**config.mk**
```make
export PLATFORM = sky130hd
export DESIGN_NAME = nec_rx_decoder
export DESIGN_NICKNAME = d
export VERILOG_FILES = /design/src/rtl/nec_pkg.sv /design/src/rtl/nec_sync.sv /design/src/rtl/nec_us_timer.sv /design/src/rtl/nec_frame.sv /design/src/rtl/nec_rx_decoder.sv
export SDC_FILE = /design/constraint.sdc
export NUM_CORES = 1
export LEC_CHECK = 0
export CORE_MARGIN = 3
export CORE_UTILIZATION = 60
export CTS_CLUSTER_DIAMETER = 120
export DETAILED_ROUTE_END_ITERATION = 8
export GPL_TIMING_DRIVEN = 0
export PLACE_DENSITY = 0.78
export REMOVE_ABC_BUFFERS = 1
export SLEW_MARGIN = 5
export SYNTH_ARGS = -nofsm -noshare
export SYNTH_HDL_FRONTEND = slang
export SYNTH_SLANG_ARGS = --single-unit
```
**constraint.sdc**
```tcl
create_clock -name clk -period 5.75 [get_ports clk]
set_clock_uncertainty 0.1 [all_clocks]
set_input_delay 0.8625 -clock clk [delete_from_list [all_inputs] [get_ports clk]]
set_output_delay 0.8625 -clock clk [all_outputs]
set_load 0.02 [all_outputs]
```
**src/rtl/nec_pkg.sv**
```systemverilog
package nec_pkg;

  localparam int FRAME_BITS = 32;
  localparam int BYTE_W     = 8;
  localparam int NUM_BYTES  = FRAME_BITS / BYTE_W;

  typedef enum logic [2:0] {
    S_IDLE,
    S_LMARK,
    S_LSPACE,
    S_BMARK,
    S_BSPACE,
    S_CHECK
  } dec_state_e;

  // A byte pair is valid when the two bytes sum to all-ones (mod 256).
  function automatic logic pair_is_complement(input logic [BYTE_W-1:0] a,
                                              input logic [BYTE_W-1:0] b);
    logic [BYTE_W-1:0] s;
    s = a + b;
    return s == {BYTE_W{1'b1}};
  endfunction

  // Inclusive range test on a measured width.
  function automatic logic in_window(input logic [31:0] w,
                                     input logic [31:0] lo,
                                     input logic [31:0] hi);
    return (w >= lo) && (w <= hi);
  endfunction

endpackage

```
**src/rtl/nec_sync.sv**
```systemverilog
module nec_sync (
  input  logic clk,
  input  logic rst_n,
  input  logic raw,
  output logic level,
  output logic rise,
  output logic fall
);
  logic s1, s2, s3;

  always_ff @(posedge clk or negedge rst_n) begin
    if (!rst_n) begin
      s1 <= 1'b1;
      s2 <= 1'b1;
      s3 <= 1'b1;
    end else begin
      s1 <= raw;
      s2 <= s1;
      s3 <= s2;
    end
  end

  assign level = s2;
  assign rise  = s2 & ~s3;
  assign fall  = ~s2 & s3;
endmodule

```
**src/rtl/nec_us_timer.sv**
```systemverilog
module nec_us_timer #(
  parameter int DIV   = 50,
  parameter int CNT_W = 18
) (
  input  logic             clk,
  input  logic             rst_n,
  input  logic             restart,
  output logic [CNT_W-1:0] width
);
  localparam int PW = (DIV > 1) ? $clog2(DIV) : 1;

  logic [PW-1:0]    pre;
  logic [CNT_W-1:0] cnt;
  logic             tick;
  logic             sat;

  assign tick = (pre == PW'(DIV - 1));
  assign sat  = &cnt;

  always_ff @(posedge clk or negedge rst_n) begin
    if (!rst_n) begin
      pre <= '0;
      cnt <= '0;
    end else if (restart) begin
      pre <= '0;
      cnt <= '0;
    end else begin
      pre <= tick ? '0 : pre + 1'b1;
      if (tick && !sat) cnt <= cnt + 1'b1;
    end
  end

  // Width including the tick of the current cycle: an edge spaced N us
  // after the previous one reads exactly N.
  assign width = cnt + CNT_W'(tick && !sat);
endmodule

```
**src/rtl/nec_frame.sv**
```systemverilog
module nec_frame
  import nec_pkg::*;
(
  input  logic                          clk,
  input  logic                          rst_n,
  input  logic                          clr,
  input  logic                          push,
  input  logic                          bit_in,
  output logic [FRAME_BITS-1:0]         word,
  output logic [$clog2(FRAME_BITS+1)-1:0] bit_cnt,
  output logic [BYTE_W-1:0]             cmd_byte,
  output logic                          pairs_ok
);
  logic [BYTE_W-1:0] byte_v [NUM_BYTES];

  always_ff @(posedge clk or negedge rst_n) begin
    if (!rst_n) begin
      word    <= '0;
      bit_cnt <= '0;
    end else if (clr) begin
      word    <= '0;
      bit_cnt <= '0;
    end else if (push) begin
      word    <= {bit_in, word[FRAME_BITS-1:1]};
      bit_cnt <= bit_cnt + 1'b1;
    end
  end

  for (genvar g = 0; g < NUM_BYTES; g++) begin : g_bytes
    assign byte_v[g] = word[g*BYTE_W +: BYTE_W];
  end

  assign cmd_byte = byte_v[2];
  assign pairs_ok = pair_is_complement(byte_v[0], byte_v[1]) &&
                    pair_is_complement(byte_v[2], byte_v[3]);
endmodule

```
**src/rtl/nec_rx_decoder.sv**
```systemverilog
module nec_rx_decoder
  import nec_pkg::*;
#(
  parameter int CLK_HZ             = 50_000_000,
  parameter int IDLE_LIMIT_US      = 150_000,
  parameter int LEAD_LOW_MIN_US    = 8000,
  parameter int LEAD_LOW_MAX_US    = 10_000,
  parameter int LEAD_LOW_LIMIT_US  = 12_000,
  parameter int LEAD_HIGH_MIN_US   = 3500,
  parameter int LEAD_HIGH_MAX_US   = 5000,
  parameter int LEAD_HIGH_LIMIT_US = 7000,
  parameter int BIT_LOW_LIMIT_US   = 1000,
  parameter int BIT_HIGH_MIN_US    = 200,
  parameter int BIT_ONE_ABOVE_US   = 1200,
  parameter int BIT_HIGH_LIMIT_US  = 2500
) (
  input  logic       clk,
  input  logic       rst_n,
  input  logic       ir_n,
  output logic [7:0] cmd,
  output logic       cmd_valid
);
  localparam int DIV   = (CLK_HZ / 1_000_000 < 1) ? 1 : CLK_HZ / 1_000_000;
  localparam int CNT_W = $clog2(IDLE_LIMIT_US + LEAD_LOW_LIMIT_US + 2);
  localparam int BC_W  = $clog2(FRAME_BITS + 1);

  // Named internal events (also observed by the checker).
  logic                  line, rise, fall;
  logic [CNT_W-1:0]      width;
  logic [31:0]           wu;
  logic                  restart;
  dec_state_e            state, state_nx;
  logic                  frame_clr, bit_push, bit_val;
  logic [FRAME_BITS-1:0] word;
  logic [BC_W-1:0]       bit_cnt;
  logic [BYTE_W-1:0]     cmd_byte;
  logic                  pairs_ok;
  logic                  idle_expired;

  nec_sync u_sync (
    .clk  (clk),
    .rst_n(rst_n),
    .raw  (ir_n),
    .level(line),
    .rise (rise),
    .fall (fall)
  );

  nec_us_timer #(.DIV(DIV), .CNT_W(CNT_W)) u_timer (
    .clk    (clk),
    .rst_n  (rst_n),
    .restart(restart),
    .width  (width)
  );

  nec_frame u_frame (
    .clk     (clk),
    .rst_n   (rst_n),
    .clr     (frame_clr),
    .push    (bit_push),
    .bit_in  (bit_val),
    .word    (word),
    .bit_cnt (bit_cnt),
    .cmd_byte(cmd_byte),
    .pairs_ok(pairs_ok)
  );

  assign wu           = 32'(width);
  assign idle_expired = (state == S_IDLE) && (wu > 32'(IDLE_LIMIT_US));
  assign restart      = rise | fall | idle_expired;
  assign bit_val      = wu > 32'(BIT_ONE_ABOVE_US);

  always_comb begin
    state_nx  = state;
    frame_clr = 1'b0;
    bit_push  = 1'b0;
    unique case (state)
      S_IDLE: begin
        if (fall) begin
          state_nx  = S_LMARK;
          frame_clr = 1'b1;
        end
      end
      S_LMARK: begin
        if (wu > 32'(LEAD_LOW_LIMIT_US)) state_nx = S_IDLE;
        else if (rise)
          state_nx = in_window(wu, LEAD_LOW_MIN_US, LEAD_LOW_MAX_US) ? S_LSPACE : S_IDLE;
      end
      S_LSPACE: begin
        if (wu > 32'(LEAD_HIGH_LIMIT_US)) state_nx = S_IDLE;
        else if (fall)
          state_nx = in_window(wu, LEAD_HIGH_MIN_US, LEAD_HIGH_MAX_US) ? S_BMARK : S_IDLE;
      end
      S_BMARK: begin
        if (wu > 32'(BIT_LOW_LIMIT_US)) state_nx = S_IDLE;
        else if (rise)                  state_nx = S_BSPACE;
      end
      S_BSPACE: begin
        if (wu > 32'(BIT_HIGH_LIMIT_US)) state_nx = S_IDLE;
        else if (fall) begin
          if (wu < 32'(BIT_HIGH_MIN_US)) state_nx = S_IDLE;
          else begin
            bit_push = 1'b1;
            state_nx = (bit_cnt == BC_W'(FRAME_BITS - 1)) ? S_CHECK : S_BMARK;
          end
        end
      end
      S_CHECK: state_nx = S_IDLE;
      default: state_nx = S_IDLE;
    endcase
  end

  always_ff @(posedge clk or negedge rst_n) begin
    if (!rst_n) begin
      state     <= S_IDLE;
      cmd       <= '0;
      cmd_valid <= 1'b0;
    end else begin
      state     <= state_nx;
      cmd_valid <= 1'b0;
      if (state == S_CHECK && pairs_ok) begin
        cmd       <= cmd_byte;
        cmd_valid <= 1'b1;
      end
    end
  end

  // line level kept as a named event for debug; unused by the FSM
  logic line_unused;
  assign line_unused = line;
endmodule

```
==> results of run 1 <==
routing by layer:
layer  part of all wire, %  global-route usage (%)  vias up
met5                     0                       0        -
met2                    48                   38.11       97
li1                      -                       -     1976
met3                   3.4                   3.948       15
met4                   1.0                   6.371        0
met1                    48                   33.75     1927
cells in the mapped netlist (all sizes together), types with 2 or more instances:
cell type and number:
nand2 90, dfrtp 74, o21ai 50, nor2 49, xnor2 35, ha 22
nand3 22, nand4 19, a21oi 18, nor3 16, buf 15, clkbuf 14
xor2 14, inv 12, mux2 11, and2 8, nor4 8, a21o 7
or3 7, and3 6, o21bai 6, o2111ai 4, o211ai 4, or4 4
a31oi 3, dfstp 3, nand2b 3, o31ai 3, a22o 2, a311oi 2
and4 2, fa 2, mux2i 2, nand3b 2, nor3b 2, nor4b 2
o311ai 2, o41ai 2
registers in the layout, summed over array words and instances (netlist names):
name	flops
cmd_valid	1
cmd	8
u_sync.s3	1
state	3
u_sync.level	1
u_timer.pre	6
u_frame.bit_cnt	6
u_sync.s1	1
u_frame.word	32
u_timer.cnt	18
worst paths after layout:
| check | from | to | slack, ns | depth (start not counted) |
|---|---|---|---|---|
| setup / recovery | u_timer.cnt[4] | u_timer.pre[5] | 0.59 | 15 |
| hold / removal | u_sync.s1 | u_sync.level | 0.26 | 0 |
| setup reg to reg | u_timer.cnt[4] | u_timer.pre[5] | 0.59 | 15 |
| hold reg to reg | u_sync.s1 | u_sync.level | 0.26 | 0 |
| max in group asynchronous | rst_n | u_timer.cnt[3] | 4.59 | 2 |
| min in group asynchronous | rst_n | u_frame.bit_cnt[3] | 0.38 | 1 |
kinds of logic after synthesis:
family | count (synthesis)
AO/OA/AOI/OAI | 113
XOR/XNOR | 49
flip-flops | 77
adder cells (fa/ha/maj) | 24
multiplexers | 13
AND/OR/NAND/NOR | 242
buffers and inverters | 41
area by class of cell:
type / count / share of cell area, %
Clock buffer: 9 / 2.323
Clock inverter: 6 / 1.643
Inverter: 12 / 0.8449
Multi-Input combinational cell: 441 / 54.05
Sequential cell: 77 / 36.21
Tap cell: 102 / 2.394
Timing Repair Buffer: 13 / 2.535
power by group through the flow:
stage                     clock [W]  sequential (W)  combinational, W
after global routing       0.000485        0.000565          0.000171
after CTS                  0.000461        0.000562          0.000148
after global placement            0        0.000572          0.000141
final                      0.000450        0.000562          0.000150
after floorplan                   0        0.000569          0.000101
after detailed placement          0        0.000573          0.000147
repair_timing:
action,in CTS,in global routing
gates resized for setup,0,2
endpoints found under the setup margin,0,39
hold buffers,0,0
worst register-to-register path, stage by stage, from the launching register on:
cell	delay [ns]
dfrtp_1	0.60
nand4_2	0.34
nor2_1	0.09
a21oi_1	0.45
ha_1	0.37
ha_1	0.48
nand3_2	0.23
or3_1	0.41
a221o_1	0.38
o311ai_1	0.31
a21o_1	0.16
a21oi_1	0.09
o31ai_4	0.46
buf_4	0.27
nand2b_1	0.22
nor2_1	0.07
stage by stage:
stage	total power [W]	worst slack (ns)	instances	util, %	hold slack [ns]
finish	0.001163	0.5865	660	67.59	0.2641
CTS	0.001170	0.3632	660	67.39	0.2651
global placement	0.0007126	-0.3540	643	64.32	0.2501
global route	0.001220	0.1584	660	67.59	0.2699
floorplan	0.0006696	0.7695	530	-	0.2452
detailed placement	0.0007195	0.3913	645	64.70	0.2532
cells in the final DEF (no fill, tap or decap), drive strengths merged, types with 3 or more instances in the layout:
master,n
a31oi,3
o211ai,4
dfrtp,74
and2,8
nand3,22
dfstp,3
a21oi,18
xor2,14
o21bai,6
and3,6
or3,7
mux2,11
o2111ai,4
nand2,90
nand4,19
xnor2,35
inv,13
a21o,7
o21ai,50
buf,3
clkinv,3
clkbuf,9
nor3,16
nor4,8
o31ai,3
nor2,49
nand2b,3
clkdlybuf4s50,10
or4,4
ha,22
==> metrics.csv, run 1 <==
stage;metric;value;unit
run_status;status;complete, no violations;
floorplan;die area;0.009440;mm^2
power;power share of the combinational group;12.9;%
cts;post-CTS setup buffers;0;
timing;# setup viols final;0;
route;ANT nets after route;0;
logic_synthesis;Seq/Total Area, Yosys;38.72;%
worst_setup_path;WP data required;5.88;ns
worst_hold_path;Hold Path Class;register to register;
logic_synthesis;Synthesis Warnings;0;
worst_setup_path;WS Path Type;register to register;
logic_synthesis;synth top area cells;dfrtp_1, nand2_1, xnor2_1, ha_1, nor2_1;
timing;crit share post-route;89.80;%
route;Vias/cell;6.083;
cts;TritonCTS buffer count;9;
worst_setup_path;Critical path buffers and inverters;1;
route;final wirelength;10940;um
timing;Final Hold Fails;0;
timing;Slew HR;45.03;%
logic_synthesis;post-synthesis compound-gate area fraction;14.96;%
worst_setup_path;crit path launch type;register;
timing;crit path time final;5.164;ns
final_layout;register area;0.001931;mm^2
worst_setup_path;CP max FO;18;
power;switching power;0.0003268;W
logic_synthesis;post-synthesis mux area share;3.036;%
power;Sw Ratio;28.10;%
cts;Clock Latency Late Sink;0.35;ns
final_layout;layout cells sized above 1;9.319;%
route;starting DRC count in detailed routing;271;
route;vias;4015;
logic_synthesis;Post-synth EDFFs;0;
power;Flop pwr share;48.3;%
power;VDD IR max;0.1373;mV
floorplan;Die W;97.16;um
power;Static Leak;2.238;nW
place;post-DP HPWL;7726;um
worst_setup_path;slowest cell on the critical path;dfrtp_1;
final_layout;synth-to-layout area growth;6.926;%
worst_setup_path;crit-path cells;nand4_2, nor2_1, a21oi_1, ha_1, ha_1, nand3_2, or3_1, a221o_1, o311ai_1, a21o_1, a21oi_1, o31ai_4, buf_4, nand2b_1, nor2_1;
global_route;overall routing resource usage;23.85;%
floorplan;core area;0.007888;mm^2
run;max_cap viols;0;
timing;Fin Setup TNS;0;ns
global_route;largest net degree at the start of global routing;67;
cts;clk sink count;77;
worst_setup_path;Setup crit end kind;register;
global_route;number of global-route vias before repair;3940;
power;P per Cell Area;218.2;mW/mm^2
worst_setup_path;slowest stage delay, CP;0.60;ns
route;TritonRoute pass-1 iters;5;
final_layout;final instance area;0.005331;mm^2
final_layout;final net count;581;
cts;Reg clk slew, reported paths;0.08;ns
final_layout;diodes inserted;0;
cts;CTS root buffer;clkbuf_8;
global_route;grt ovf;0;
floorplan;Top Ports;12;
logic_synthesis;Synth Cell Area;0.004986;mm^2
timing;Worst-Margin Slew;0.8139;ns
logic_synthesis;largest area contributor in the netlist;dfrtp_1;
logic_synthesis;Mapped Cells;559;
cts;CTS tree;built;
place;Port Buffers;11;
logic_synthesis;Post-Synth XOR/XNOR Area;8.908;%
worst_setup_path;arrival time worst endpoint;5.29;ns
floorplan;row count;32;
floorplan;Initial Util;63.21;%
logic_synthesis;area share of the largest cell type after synthesis;37.14;%
timing;RSZ-0062 raised after global routing;false;
cts;H-tree depth;3;
logic_synthesis;mean post-synth cell area;8.920;um^2
route;routed len/inst;16.58;um
floorplan;Die Y;97.16;um
final_layout;Multi-input gate area;0.002882;mm^2
final_layout;Fillers;637;
place;Cell Area, Placed;0.005104;mm^2
timing;achievable clock frequency;193.7;MHz
logic_synthesis;Async SR Flop Fraction;100.0;%
global_route;initial antenna violation count;0;
logic_synthesis;Synth Flop Type;dfrtp_1;
cts;clk buf depth;2;
place;final RePlAce weighted congestion;0.8500;
logic_synthesis;Synth Register Bits;77;
timing;Slew Viols, Final;0;
worst_setup_path;CP top delay family;compound AO/OA/AOI/OAI gates;
logic_synthesis;Synth Area in Adders;6.324;%
route;# DRC;0;
power;internal power;0.0008363;W
global_route;first-pass GRT wire length;18940;um
power;Clk pwr share;38.7;%
logic_synthesis;Synth Area in Simple Gates;24.14;%
logic_synthesis;largest family of logic cells by synthesized area;simple AND/OR/NAND/NOR gates;
logic_synthesis;Yosys cell types;65;
(Power assumes the default switching activity.)
==> inputs of run 2 (changes only) <==
--- a/config.mk
+++ b/config.mk
@@ -11,5 +11,5 @@
 export DETAILED_ROUTE_END_ITERATION = 8
 export GPL_TIMING_DRIVEN = 0
-export PLACE_DENSITY = 0.78
+export PLACE_DENSITY = 0.74
 export REMOVE_ABC_BUFFERS = 1
 export SLEW_MARGIN = 5
==> constraint.sdc (replaced) <==
create_clock -name clk -period 5.75 [get_ports clk]
set_clock_uncertainty 0.1 [all_clocks]
set_input_delay 1.15 -clock clk [delete_from_list [all_inputs] [get_ports clk]]
set_output_delay 1.15 -clock clk [all_outputs]
set_load 0.02 [all_outputs]
==> metrics.csv, run 2 (synthesis gave the netlist of run 1 again) <==
stage;metric;value;unit;change
final_layout;Fillers;646;;was 637
place;Port Buffers;11;;unchanged
floorplan;Die Y;97.16;um;unchanged
route;starting DRC count in detailed routing;273;;was 271
cts;clk sink count;77;;unchanged
route;final wirelength;10670;um;was 10940 um
floorplan;core area;0.007888;mm^2;unchanged
worst_setup_path;CP max FO;18;;unchanged
cts;clk buf depth;2;;unchanged
final_layout;synth-to-layout area growth;6.901;%;was 6.926%
cts;Clock Latency Late Sink;0.35;ns;about the same
final_layout;Largest regs;u_frame.word x32, u_timer.cnt x18, cmd x8;;unchanged
route;DR WL met2;4932;um;was 5234 um
worst_setup_path;Crit path depth;15;;unchanged
route;vias;3957;;was 4015
route;# DRC;0;;unchanged
timing;RSZ-0062 raised after global routing;false;;unchanged
cts;post-CTS setup buffers;0;;unchanged
global_route;first-pass GRT wire length;18790;um;was 18940 um
global_route;number of global-route vias before repair;3817;;was 3940
floorplan;row count;32;;unchanged
power;Clk pwr share;38.7;%;about the same
floorplan;Die W;97.16;um;unchanged
worst_setup_path;slowest cell on the critical path;dfrtp_1;;unchanged
global_route;grt ovf;0;;unchanged
timing;achievable clock frequency;191.5;MHz;was 193.7 MHz
timing;crit share post-route;90.82;%;was 89.80%
timing;Final Hold Fails;0;;unchanged
global_route;overall routing resource usage;23.92;%;was 23.85%
worst_setup_path;arrival time worst endpoint;5.36;ns;was 5.29 ns
power;power share of the combinational group;13.1;%;was 12.9%
run_status;status;complete, no violations;;unchanged
worst_setup_path;crit path launch;u_timer.cnt[4];;unchanged
route;Vias/cell;5.995;;was 6.083
final_layout;final instance area;0.005330;mm^2;was 0.005331 mm^2
power;internal power;0.0008366;W;was 0.0008363 W
power;Flop pwr share;48.2;%;was 48.3%
cts;CTS root buffer;clkbuf_8;;unchanged
timing;Slew HR;34.18;%;was 45.03%
worst_setup_path;Setup crit end kind;register;;unchanged
worst_setup_path;Reg-to-Reg Start;u_timer.cnt[4];;unchanged
power;P per Cell Area;218.3;mW/mm^2;was 218.2 mW/mm^2
route;met3 routed WL;314;um;was 369 um
global_route;largest net degree at the start of global routing;72;;was 67
timing;crit path time final;5.222;ns;was 5.164 ns
worst_setup_path;R2R Setup Slk;0.53;ns;was 0.59 ns
route;M1 WL;5280;um;was 5225 um
power;Static Leak;2.240;nW;was 2.238 nW
power;switching power;0.0003271;W;was 0.0003268 W
cts;H-tree depth;3;;unchanged
power;VDD IR max;0.2474;mV;was 0.1373 mV
cts;CTS tree;built;;unchanged
power;Sw Ratio;28.11;%;was 28.10%
final_layout;register with the most flip-flops;u_frame.word;;unchanged
route;ANT nets after route;0;;unchanged
worst_setup_path;slowest stage delay, CP;0.58;ns;was 0.60 ns
place;worst slack, placed;0.4567;ns;was 0.3913 ns
route;Top Layer Used;met4;;unchanged
timing;# setup viols final;0;;unchanged
run;max_cap viols;0;;unchanged
route;TritonRoute pass-1 iters;5;;unchanged
worst_setup_path;WS Path Type;register to register;;unchanged
global_route;initial antenna violation count;0;;unchanged
worst_setup_path;endpoint of the lowest-slack register-to-register path;u_timer.pre[5];;unchanged
place;final RePlAce weighted congestion;0.8703;;was 0.8500
final_layout;Largest register FFs;32;;unchanged
place;post-DP HPWL;7555;um;was 7726 um
timing;Slew Viols, Final;0;;unchanged
final_layout;most common cell after layout, fill and taps aside;nand2_1;;unchanged
final_layout;diodes inserted;0;;unchanged
final_layout;leading cell types in the layout, fill and taps excluded;nand2_1, dfrtp_1, nor2_1, o21ai_1, xnor2_1;;unchanged
worst_setup_path;CP top delay family;compound AO/OA/AOI/OAI gates;;unchanged
worst_setup_path;Critical path buffers and inverters;1;;unchanged
place;Cell Area, Placed;0.005111;mm^2;was 0.005104 mm^2
worst_setup_path;WP data required;5.88;ns;about the same
worst_hold_path;Hold Path Class;register to register;;unchanged
final_layout;final core occ;67.58;%;was 67.59%
timing;setup ws final;0.5278;ns;was 0.5865 ns
final_layout;final net count;581;;unchanged
route;routed len/inst;16.16;um;was 16.58 um
cts;Reg clk slew, reported paths;0.08;ns;about the same
cts;TritonCTS buffer count;9;;unchanged
timing;Worst-Margin Slew;0.9745;ns;was 0.8139 ns
worst_setup_path;crit path to;u_timer.pre[5];;unchanged
floorplan;Initial Util;63.21;%;unchanged
floorplan;die area;0.009440;mm^2;unchanged
worst_setup_path;crit path launch type;register;;unchanged
worst_setup_path;crit-path cells;nand4_2, nor2_1, a21oi_1, ha_1, ha_1, nand3_2, or3_1, a221o_1, o311ai_1, a21o_1, a21oi_1, o31ai_2, buf_4, nand2b_1, nor2_1;;was nand4_2, nor2_1, a21oi_1, ha_1, ha_1, nand3_2, or3_1, a221o_1, o311ai_1, a21o_1, a21oi_1, o31ai_4, buf_4, nand2b_1, nor2_1
floorplan;Top Ports;12;;unchanged
final_layout;layout cells sized above 1;9.319;%;unchanged
timing;Fin Setup TNS;0;ns;unchanged
worst_setup_path;Register-to-Register Path Depth;15;;unchanged
run 2: cell counts in the layout (fill, tap and decap cells not counted):
No cell type changed its count.
run 2: final cells by class:
cell class | count | area [um^2] | share of cell area [%]
well taps | 102 | 127.6 | 2.394
flip-flops and latches | 77 | 1931 | 36.22
multi-input cells | 441 | 2873 | 53.90
inverters | 12 | 45.04 | 0.8451
clock buffers | 9 | 123.9 | 2.324
clock inverters | 6 | 87.58 | 1.643
repair buffers | 13 | 142.6 | 2.676
run 2: worst min path at each step:
stage                    from  depth (start not counted)      endpoint  slack (ns)
finish              u_sync.s1                          0  u_sync.level        0.26
global route        u_sync.s1                          0  u_sync.level        0.26
CTS                 u_sync.s1                          0  u_sync.level        0.26
detailed placement  u_sync.s1                          0  u_sync.level        0.25
global placement    u_sync.s1                          0  u_sync.level        0.25
floorplan           u_sync.s1                          0  u_sync.level        0.25
run 2: metal layers:
layer / up-vias / GRT usage [%]
li1: 1984 / -
met1: 1881 / 35.00
met2: 78 / 36.46
met3: 14 / 3.877
met4: 0 / 7.451
met5: - / 0
run 2: stage by stage:
stage,hold WS (ns),total power (W),cells
2_1_floorplan,0.2452,0.0006696,530
3_3_place_gp,0.2467,0.0007135,643
3_5_place_dp,0.2468,0.0007227,645
4_1_cts,0.2590,0.001172,660
5_1_grt,0.2623,0.001215,660
6_report,0.2589,0.001164,660
run 2: timing repair:
| item | 4_1_cts | 5_1_grt |
|---|---|---|
| setup endpoints to repair | 0 | 34 |
| hold buffers | 0 | 0 |
| gates resized for setup | 0 | 1 |
run 2: power by group through the flow:
stage          Combinational (W)  Sequential, W  Clock, W
5_1_grt                 0.000170       0.000563  0.000482
3_3_place_gp            0.000142       0.000572         0
3_5_place_dp            0.000151       0.000571         0
6_report                0.000152       0.000561  0.000450
2_1_floorplan           0.000101       0.000569         0
4_1_cts                 0.000151       0.000561  0.000460
run 2: worst register-to-register path: cells and delay by family (launching register included):
| family | cells | cell delay (ns) |
|---|---|---|
| compound gates | 6 | 1.93 |
| simple gates | 6 | 1.37 |
| fa+ha+maj | 2 | 0.83 |
| flops | 1 | 0.58 |
| buf+inv | 1 | 0.30 |
